===== src/rtl/shrot_pkg.sv =====
package shrot_pkg;

   typedef enum logic [1:0] {
      SR_SHL = 2'd0,
      SR_SHR = 2'd1,
      SR_RL  = 2'd2,
      SR_RR  = 2'd3
   } sr_op_e;

   typedef enum logic {
      SR_ACC = 1'b0,
      SR_MEM = 1'b1
   } sr_mode_e;

   function automatic logic sr_goes_up(input sr_op_e op);
      return (op == SR_SHL) || (op == SR_RL);
   endfunction

   function automatic logic sr_rotates(input sr_op_e op);
      return (op == SR_RL) || (op == SR_RR);
   endfunction

endpackage


===== src/rtl/shrot_core.sv =====
module shrot_core
   import shrot_pkg::*;
#(
   parameter int WIDTH = 8
) (
   input  sr_op_e           op,
   input  logic             cin,
   input  logic [WIDTH-1:0] din,
   output logic [WIDTH-1:0] dout,
   output logic             cout
);

   localparam int MSB = WIDTH - 1;

   if (WIDTH < 2) begin : g_bad_width
      $error("shrot_core: WIDTH must be at least 2");
   end

   logic up;
   logic fill_lo;
   logic fill_hi;

   always_comb begin
      up      = sr_goes_up(op);
      fill_lo = (op == SR_RL) ? cin : 1'b0;
      fill_hi = (op == SR_RR) ? cin : 1'b0;
      cout    = up ? din[MSB] : din[0];
   end

   // One slice per bit: pick the lower or upper neighbour, or the fill at the ends
   for (genvar i = 0; i < WIDTH; i++) begin : g_slice
      logic from_below;
      logic from_above;
      if (i == 0) begin : g_lo_end
         assign from_below = fill_lo;
      end else begin : g_lo_mid
         assign from_below = din[i-1];
      end
      if (i == MSB) begin : g_hi_end
         assign from_above = fill_hi;
      end else begin : g_hi_mid
         assign from_above = din[i+1];
      end
      assign dout[i] = up ? from_below : from_above;
   end

endmodule


===== src/rtl/shrot_flags.sv =====
module shrot_flags #(
   parameter int WIDTH = 8
) (
   input  logic             clk,
   input  logic             rst_n,
   input  logic             ld_c,
   input  logic             c_next,
   input  logic             ld_nz,
   input  logic [WIDTH-1:0] nz_src,
   output logic             flag_n,
   output logic             flag_z,
   output logic             flag_c
);

   localparam int MSB = WIDTH - 1;

   logic n_next;
   logic z_next;

   always_comb begin
      n_next = nz_src[MSB];
      z_next = ~|nz_src;
   end

   always_ff @(posedge clk) begin
      if (!rst_n) begin
         flag_n <= 1'b0;
         flag_z <= 1'b0;
         flag_c <= 1'b0;
      end else begin
         if (ld_c) flag_c <= c_next;
         if (ld_nz) begin
            flag_n <= n_next;
            flag_z <= z_next;
         end
      end
   end

endmodule


===== src/rtl/shrot_unit.sv =====
module shrot_unit
   import shrot_pkg::*;
#(
   parameter int WIDTH = 8
) (
   input  logic             clk,
   input  logic             rst_n,
   input  logic [1:0]       op_sel,
   input  logic             mem_mode,
   input  logic             opnd_vld,
   input  logic             seq_done,
   input  logic             carry_in,
   input  logic [WIDTH-1:0] opnd,
   output logic [WIDTH-1:0] result,
   output logic             flag_n,
   output logic             flag_z,
   output logic             flag_c
);

   if (WIDTH < 2) begin : g_bad_width
      $error("shrot_unit: WIDTH must be at least 2");
   end

   sr_op_e           op;
   sr_mode_e         mode;
   logic [WIDTH-1:0] core_out;
   logic             core_c;
   logic             acc_step;
   logic             nz_load;
   logic [WIDTH-1:0] nz_src;

   always_comb begin
      op       = sr_op_e'(op_sel);
      mode     = sr_mode_e'(mem_mode);
      acc_step = opnd_vld && (mode == SR_ACC);
      // accumulator step takes N/Z from the fresh result; completion takes them from the held byte
      nz_load  = acc_step || (seq_done && !opnd_vld);
      nz_src   = acc_step ? core_out : result;
   end

   shrot_core #(.WIDTH(WIDTH)) i_core (
      .op   (op),
      .cin  (carry_in),
      .din  (opnd),
      .dout (core_out),
      .cout (core_c)
   );

   always_ff @(posedge clk) begin
      if (!rst_n) result <= '0;
      else if (opnd_vld) result <= core_out;
   end

   shrot_flags #(.WIDTH(WIDTH)) i_flags (
      .clk    (clk),
      .rst_n  (rst_n),
      .ld_c   (opnd_vld),
      .c_next (core_c),
      .ld_nz  (nz_load),
      .nz_src (nz_src),
      .flag_n (flag_n),
      .flag_z (flag_z),
      .flag_c (flag_c)
   );

endmodule


===== config.mk =====
export PLATFORM = sky130hd
export DESIGN_NAME = shrot_unit
export DESIGN_NICKNAME = d
export VERILOG_FILES = /design/src/rtl/shrot_pkg.sv /design/src/rtl/shrot_core.sv /design/src/rtl/shrot_flags.sv /design/src/rtl/shrot_unit.sv
export SDC_FILE = /design/constraint.sdc
export NUM_CORES = 1
export LEC_CHECK = 0
export ABC_AREA = 1
export ABC_CLOCK_PERIOD_IN_PS = 1200
export CAP_MARGIN = 20
export CORE_AREA = 10 10 47 49
export DETAILED_ROUTE_END_ITERATION = 7
export DIE_AREA = 0 0 57 59
export DONT_BUFFER_PORTS = 1
export PLACE_DENSITY = 0.77
export SKIP_CTS_REPAIR_TIMING = 1
export SLEW_MARGIN = 20
export SYNTH_ARGS = -nofsm -noshare
export SYNTH_HDL_FRONTEND = slang
export SYNTH_HIERARCHICAL = 1
export SYNTH_SLANG_ARGS = --single-unit

===== constraint.sdc =====
create_clock -name clk -period 1.2 [get_ports clk]
set_input_delay 0.06 -clock clk [delete_from_list [all_inputs] [get_ports clk]]
set_output_delay 0.06 -clock clk [all_outputs]
set_load 0.05 [all_outputs]

# After elaboration in Yosys (flattened, before gate mapping)
# Cells that the tools add are included.
[word_totals]
register_bits = 11
in_bits = 16
elab_cells = 27
[op_classes]
n_eq_ne = 2
n_mux = 12
n_bitwise = 1
reduce_logical = 8
[ops]
columns = ["op", "n"]
rows = [
  ["$mux W1", 11],
  ["$mux W8", 1],
  ["$reduce_or A8 Y1", 1],
  ["$eq A2 B2 Y1 const B", 2],
  ["$logic_and A1 B1 Y1", 2],
  ["$logic_not A1 Y1", 2],
  ["$logic_not A2 Y1", 1],
  ["$logic_or A1 B1 Y1", 2],
  ["$not A1 Y1", 1],
]

# Longest topological paths before layout
# Gate-level depths: netlist (run 1).
[logic_depth]
word_depth = 6
ltp_mapped = 11
ltp_nobuf = 10

# Hierarchy
# Netlist (run 1), hierarchy kept.
[by_module_without_submodules]
columns = ["mod", "instances", "cells_each", "area_per_inst_um2", "seq_area_each_um2"]
rows = [
  ["shrot_unit", 1, 80, 478.0, 160.2],
  ["shrot_flags", 1, 24, 153.9, 60.1],
  ["shrot_core", 1, 29, 123.9, 0.0],
]

# Least setup slack after synthesis (run 1)
# No wires, ideal clock.
[synth_timing]
path_type = "reg2reg"
from = "reg result[1]"
to = "reg i_flags.flag_z"
setup_time_ns = 0.066
t_arrival_ns = 1.068
t_required_ns = 1.134
path_slack_ns = 0.066
path_stages_with_launch = 7
synth_period_minus_slack_ns = 1.134
path_cell_list = "dfxtp_1 -> nand2_1 -> nand2_1 -> or2_0 -> nor2_1 -> nand2_1 -> a21oi_2"
[synth_via]
elab_chain_len = 3
[synth_lines]
columns = ["element", "line", "text"]
rows = [
  ["from (decl)", "shrot_unit.sv:14", "output logic [WIDTH-1:0] result,"],
  ["from (signal assigned)", "shrot_unit.sv:51", "else if (opnd_vld) result <= core_out;"],
  ["$mux W8", "shrot_unit.sv:38", "nz_src = acc_step ? core_out : result;"],
  ["net nz_src[1]", "shrot_unit.sv:30", "logic [WIDTH-1:0] nz_src;"],
  ["$reduce_or A8 Y1", "shrot_flags.sv:22", "z_next = ~|nz_src;"],
  ["$logic_not A1 Y1", "shrot_flags.sv:22", ""],
  ["to (signal assigned)", "shrot_flags.sv:34", "flag_z <= z_next;"],
  ["to (decl)", "shrot_flags.sv:11", "output logic flag_z,"],
]
# The timed path passes the listed nets, and every way through them passes these cells.
# A chain may end at the register's enable or synchronous reset.

==> summary.md, run 1 <==
| Metric | Value |
|---|---|
| Most common cell after layout, fill and taps aside | nand2_1 |
| Period utilisation layout | 85.7% |
| Synth top area share | 29.3% |
| Post-DR wirelength/cell | 10.5 um |
| Hold crit path type | in2reg |
| Average size of a mapped cell | 5.68 sq um |
| VDD IR max | 0.000807 V |
| GR Util met3 | 5.58% |
| Bufs and invs on worst path | 1 |
| Worst clock skew | about 0.0016 ns |
| H-tree levels | 1 |
| GRT Resource Usage Total | 9.43% |
| CTS clock-pin slew for the worst setup and hold paths | ~0.07 ns |
| Met2 track demand over resource | 17.5% |
| Initial Util | 53.9% |
| Worst reg2reg startpoint | result[1] |
| Syn nets | 149 |
| Fin nets | 163 |
| CP Class | in2reg |
| First-pass DRT Iterations | 4 |
| Sink Count | 11 |
| Final Max Tran Viols | 0 |
| Most frequent CP cell | nand2_1 |
| Layout cells sized above 1 | between 10% and 20% |
| Post-synth cell types | 16 |
| Root Driver | clkbuf_4 |
| Bufs on Longest Clock Path | 2 |
| Pin count of the biggest net entering global routing | 29 |
| FP Rows | 14 |
| Io pins | 27 |
| Power consumption | 0.000949 W |
| Hold path start | opnd_vld |
| Post-layout min period | between 1 and 1.5 ns |
| FF-to-FF path depth | 6 |
| Cell Area, Synth | 756 sq um |
| Synthesized flop and latch total | 11 |
| Clock Latency Late Sink | 0.26 ns |
| Worst setup EP type | flip-flop |
| CP max FO | 16 |
| Synthesized netlist cell count | roughly 130 |
| Worst EP required | 1.36 ns |
| 1st-iter DRT viols | 21 |
| Most used routing layer | met2 |
| Routed Wire Length | 1700 um |
| Die area | ~3400 sq um |
| R2R setup slack | 0.27 ns |
| Buffers on Ports | 0 |
| # DRC | 0 |
| Diodes inserted | 0 |
| Most frequent cells in the layout | nand2_1, nor2_1, inv_1, dfxtp_1, buf_4 |
| Area delta synth->final | 14.1% |
| Core region area | between 1000 and 1500 sq um |
| HPWL Detailed | 1350 um |
| Power density cells | 1100 nW/um^2 |
| Final Hold Fails | 0 |
| Pleak | 0.502 nW |
| RSZ-0062 raised after global routing | false |
| RD Place Congestion | 0.771 |
| Vias | 791 |
| Final setup viols | 0 |
| WP data arrival | 1.19 ns |
| Die Span X | 57 um |
| Post-route ant nets | 0 |
| First-pass GRT wire length | 2590 um |
| TritonCTS clock tree | yes |
| Total grt overflow | 0 |
| Vias per cell | 4.88 |
| Syn. warnings | 6 |
| Hold EP | i_flags/flag_c |
| F_max | approximately 0.97 GHz |
| CP max stage cell | dlygate4sd3_1 |
| Ranking of synthesized cells by area | nand2_1, dfxtp_1, nor2_1 |
| Die H | approximately 60 um |
| Area leader, netlist | nand2_1 |
| Register area share after synthesis | 29.1% |
| Post-route cell area | 862 sq um |
| Setup TNS | 0 ns |
| Startpoint types | primary input |
| Placed Area | 806 sq um |
| CP top delay family | buffers and inverters |
| Status | complete, no violations |
| Worst hold path depth | 2 |
| Crit-path cells | dlygate4sd3_1, nand2_1, nand2_1, nor2_1 |
| CTS Buf Count | 3 |
| GRT met1 Usage | under 10% |
| Initial antenna violation count | 0 |
| Worst Tran Pin Value | 0.571 ns |
| Crit-path max cell delay | 0.90 ns |
| Max Cap Viol | 0 |
| R2r endpoint | i_flags/flag_z |
| Vias in the first global route | 604 |
| Slew HR | around three fifths |
[sequential cells by signal, summed over array words and instances (netlist names)]
register	flops
i_flags/flag_n	1
i_flags/flag_c	1
result	8
i_flags/flag_z	1
[metrics by stage]
step / utilization [%] / std cells / hold slack, ns / setup WS (ns)
detailed placement: 57.5 / 155 / 0.166 / 0.236
CTS: 59.4 / 159 / -0.112 / 0.267
global placement: 57.5 / 155 / 0.159 / 0.283
floorplan: - / 133 / 0.153 / 0.0661
finish: 61.5 / 162 / 0.0122 / 0.171
global route: 61.5 / 162 / 0.0111 / 0.0514
[synthesized netlist by cell type]
cell	count
buf_4	1
inv_1	16
a21oi_2	1
a21oi_1	2
or2_0	1
nor2_1	18
nand2_1	59
nand2_2	4
buf_6	4
dfxtp_1	11
nand3_1	9
o21ai_0	2
o21ai_1	1
inv_2	2
nor2_2	1
nand3_2	1
[cell type report]
type	instances	area (sq um)
Tap cell	16	20.0
Inverter	18	67.6
Clock buffer	4	26.3
Timing Repair Buffer	14	113
Multi-Input combinational cell	99	415
Fill cell	147	539
Sequential cell	11	220
[logic make-up after synthesis]
kind of cell           count (synthesis)  synth area share, %
flip-flops                            11                 29.1
AND/OR/NAND/NOR                       93                 50.5
AO/OA/AOI/OAI                          6                 4.47
buffers and inverters                 23                 15.9
[report_power, final]
| part | total, W | internal, W | switching [W] |
|---|---|---|---|
| clock network | 0.000242 | 0.000128 | 0.000114 |
| registers | 0.000404 | 0.000391 | 0.0000132 |
| logic | 0.000303 | 0.0000986 | 0.000204 |
| total | 0.000949 | 0.000618 | 0.000331 |
[routing by layer]
layer / part of all wire [%] / vias to the layer above
met4: 0.12 / 0
met1: 40 / 344
met5: 0 / -
met3: 8.1 / 2
li1: - / 420
met2: 52 / 25
[worst max path at each step]
stage	startpoint	endpoint	slack [ns]	cells past startpoint
after floorplan	result[1]	i_flags/flag_z	0.07	6
after global placement	mem_mode	i_flags/flag_z	0.28	8
after detailed placement	mem_mode	i_flags/flag_z	0.24	8
after CTS	result[1]	i_flags/flag_z	0.27	6
after global routing	opnd_vld	result[4]	0.05	4
final	opnd_vld	result[2]	0.17	4
(Power assumes the default switching activity.)
==> run 2, diff against run 1 <==
--- a/config.mk
+++ b/config.mk
@@ -5,14 +5,13 @@
 export SDC_FILE = /design/constraint.sdc
 export NUM_CORES = 1
 export LEC_CHECK = 0
-export ABC_AREA = 1
 export ABC_CLOCK_PERIOD_IN_PS = 1200
 export CAP_MARGIN = 20
 export CORE_AREA = 10 10 47 49
 export DETAILED_ROUTE_END_ITERATION = 7
 export DIE_AREA = 0 0 57 59
 export DONT_BUFFER_PORTS = 1
-export PLACE_DENSITY = 0.77
+export PLACE_DENSITY = 0.75
 export SKIP_CTS_REPAIR_TIMING = 1
 export SLEW_MARGIN = 20
 export SYNTH_ARGS = -nofsm -noshare
==> summary.md, run 2 <==
| Metric | Value |
|---|---|
| Pleak | 0.405 nW |
| Most common cell after layout, fill and taps aside | mux2_4 |
| Finished Layout Cells | 95 |
| Asr flop ratio synth | 0% |
| F_max | 0.872 GHz |
| Pin count of the biggest net entering global routing | 13 |
| Most common cell in the synthesized netlist | mux2_4 |
| Synth top cells by count | mux2_4, dfxtp_1, mux2i_1, nor2b_1 |
| CP max stage cell | dfxtp_2 |
| Worst setup EP type | flip-flop |
| CP max FO | 2 |
| Synthesized netlist cell count | 64 |
| Failing checks | hold timing |
| Io pins | 27 |
| CP Class | reg2reg |
| Area leader, netlist | dfxtp_1 |
| Vias in the first global route | 536 |
| CTS Buf Count | 3 |
| Buffers on Ports | 0 |
| Average size of a mapped cell | 11.4 sq um |
| Setup TNS | 0 ns |
| Post-synth top flop | dfxtp_1 |
| Worst clock skew | between 0.0005 and 0.0006 ns |
| Post-Place Cells | 89 |
| First-pass DRT Iterations | 4 |
| Post-layout min period | roughly 1.1 ns |
| Fin Hold WS | -0.0310 ns |
| Period utilisation layout | between 90% and 100% |
| Ranking of synthesized cells by area | dfxtp_1, mux2_4, mux2i_1 |
| Fin nets | 96 |
| # DRC | 0 |
| Hold path start | opnd_vld |
| Diodes inserted | 0 |
| Post-synth cell types | 16 |
| Clock Latency Late Sink | 0.27 ns |
| FF-to-FF path depth | 4 |
| Initial Util | between 50% and 60% |
| Bufs on Longest Clock Path | 2 |
| Final setup viols | 0 |
| Slew HR | 76.5% |
| Register area share after synthesis | 30.2% |
| Root Driver | clkbuf_4 |
| Die area | 3360 sq um |
| VDD IR max | 0.000609 V |
| CTS clock-pin slew for the worst setup and hold paths | 0.08 ns |
| Crit-path max cell delay | roughly 0.32 ns |
| Synth top area share | 30.2% |
| Sink Count | 11 |
| FP Rows | 14 |
| Vias | about 530 |
| HPWL Detailed | 1300 um |
| Post-route ant nets | 0 |
| Routed Wire Length | 1690 um |
| 1st-iter DRT viols | 7 |
| WP data arrival | 1.35 ns |
| Startpoint types | flip-flop |
| Final Max Tran Viols | 0 |
| Status | finished with violations |
| Core region area | 1400 sq um |
| Crit-path cells | mux2_4, nor4b_2, nand4_1, o21ai_0 |
| Cell Area, Synth | 729 sq um |
| GRT Resource Usage Total | 10.3% |
| Power density cells | 1120 nW/um^2 |
| Hold EP | result[2] |
| Worst EP required | 1.41 ns |
| Synthesized flop and latch total | 11 |
| Layout cells sized above 1 | 44.3% |
| Reg with most FFs | result |
| H-tree levels | 1 |
| RD Place Congestion | 0.763 |
| Area delta synth->final | 17.2% |
| Final Hold Fails | 4 |
| R2r endpoint | i_flags/flag_z |
| Largest register FFs | 8 |
| Vias per cell | 5.55 |
| Worst hold path depth | 2 |
| Total grt overflow | 0 |
| First-pass GRT wire length | between 2000 and 3000 um |
| Syn. warnings | 6 |
| R2R setup slack | roughly 0.054 ns |
| Worst reg2reg startpoint | result[3] |
| Hold crit path type | in2reg |
| Post-DR wirelength/cell | between 15 and 20 um |
| Die Span X | 57 um |
| TritonCTS clock tree | yes |
| Syn nets | 80 |
| Worst Tran Pin Value | 0.352 ns |
| Initial antenna violation count | 0 |
| RSZ-0062 raised after global routing | false |
| Die H | 59 um |
| Max Cap Viol | 0 |
| Most frequent cells in the layout | mux2_4, buf_4, mux2i_1, nor2b_1, dfxtp_1 |
| Number of synthesized flops with an enable pin | 0 |
[run 2: report_power, final]
group          leakage, nW  internal, W  total, W  switching [W]
clock network       0.0150     0.000129  0.000269       0.000140
registers           0.0911     0.000389  0.000400      0.0000119
logic                0.299     0.000139  0.000290       0.000151
[run 2: per-layer routing]
layer | vias up | global-route usage, % | wire length (um)
met5 | - | 0 | 0
met4 | 0 | 6.04 | 30
met3 | 5 | 4.94 | 227
met2 | 24 | 15.2 | 727
met1 | 239 | 11.9 | 704
li1 | 259 | - | -
[run 2: cell families (layout without fill, tap and decap cells)]
family	after synthesis	in the layout	share of synthesized area, %
mux	25	25	44.1
simple gates	19	19	16.8
flops	11	11	30.2
buf+inv	5	20	5.66
compound gates	4	4	3.26
[run 2: worst max-delay path, delay by kind of cell, from the launching register on]
family	cells	cell delay (ns)
simple gates	2	0.41
flops	1	0.32
mux	1	0.27
compound gates	1	0.09
[run 2: layout make-up]
cell class	instances	area, sq um
Tap cell	16	20.0
Clock buffer	4	26.3
Multi-Input combinational cell	48	468
Inverter	2	7.51
Fill cell	122	547
Sequential cell	11	223
Timing Repair Buffer	14	110
[run 2: stage by stage]
stage | instance area (sq um) | utilization [%] | setup slack (ns) | total power [W] | hold WS (ns)
2_1_floorplan | 741 | - | -0.0254 | 0.000655 | 0.188
6_report | 855 | 61.0 | 0.0536 | 0.000959 | -0.0310
5_1_grt | 855 | 61.0 | 0.0139 | 0.00100 | 0.00605
3_3_place_gp | 808 | 57.7 | -0.00230 | 0.000684 | 0.190
3_5_place_dp | 808 | 57.7 | -0.0521 | 0.000688 | 0.198
4_1_cts | 835 | 59.6 | 0.0472 | 0.000954 | -0.0899
[run 2: how the worst max path moves through the flow]
| stage | endpoint | depth (start not counted) | slack [ns] | startpoint |
|---|---|---|---|---|
| after floorplan | i_flags/flag_z | 7 | -0.03 | opnd_vld |
| after global placement | i_flags/flag_z | 5 | -0.002 | opnd_vld |
| after detailed placement | i_flags/flag_z | 5 | -0.05 | opnd_vld |
| after CTS | i_flags/flag_z | 4 | 0.05 | result[3] |
| after global routing | i_flags/flag_z | 4 | 0.01 | result[3] |
| final | i_flags/flag_z | 4 | 0.05 | result[3] |
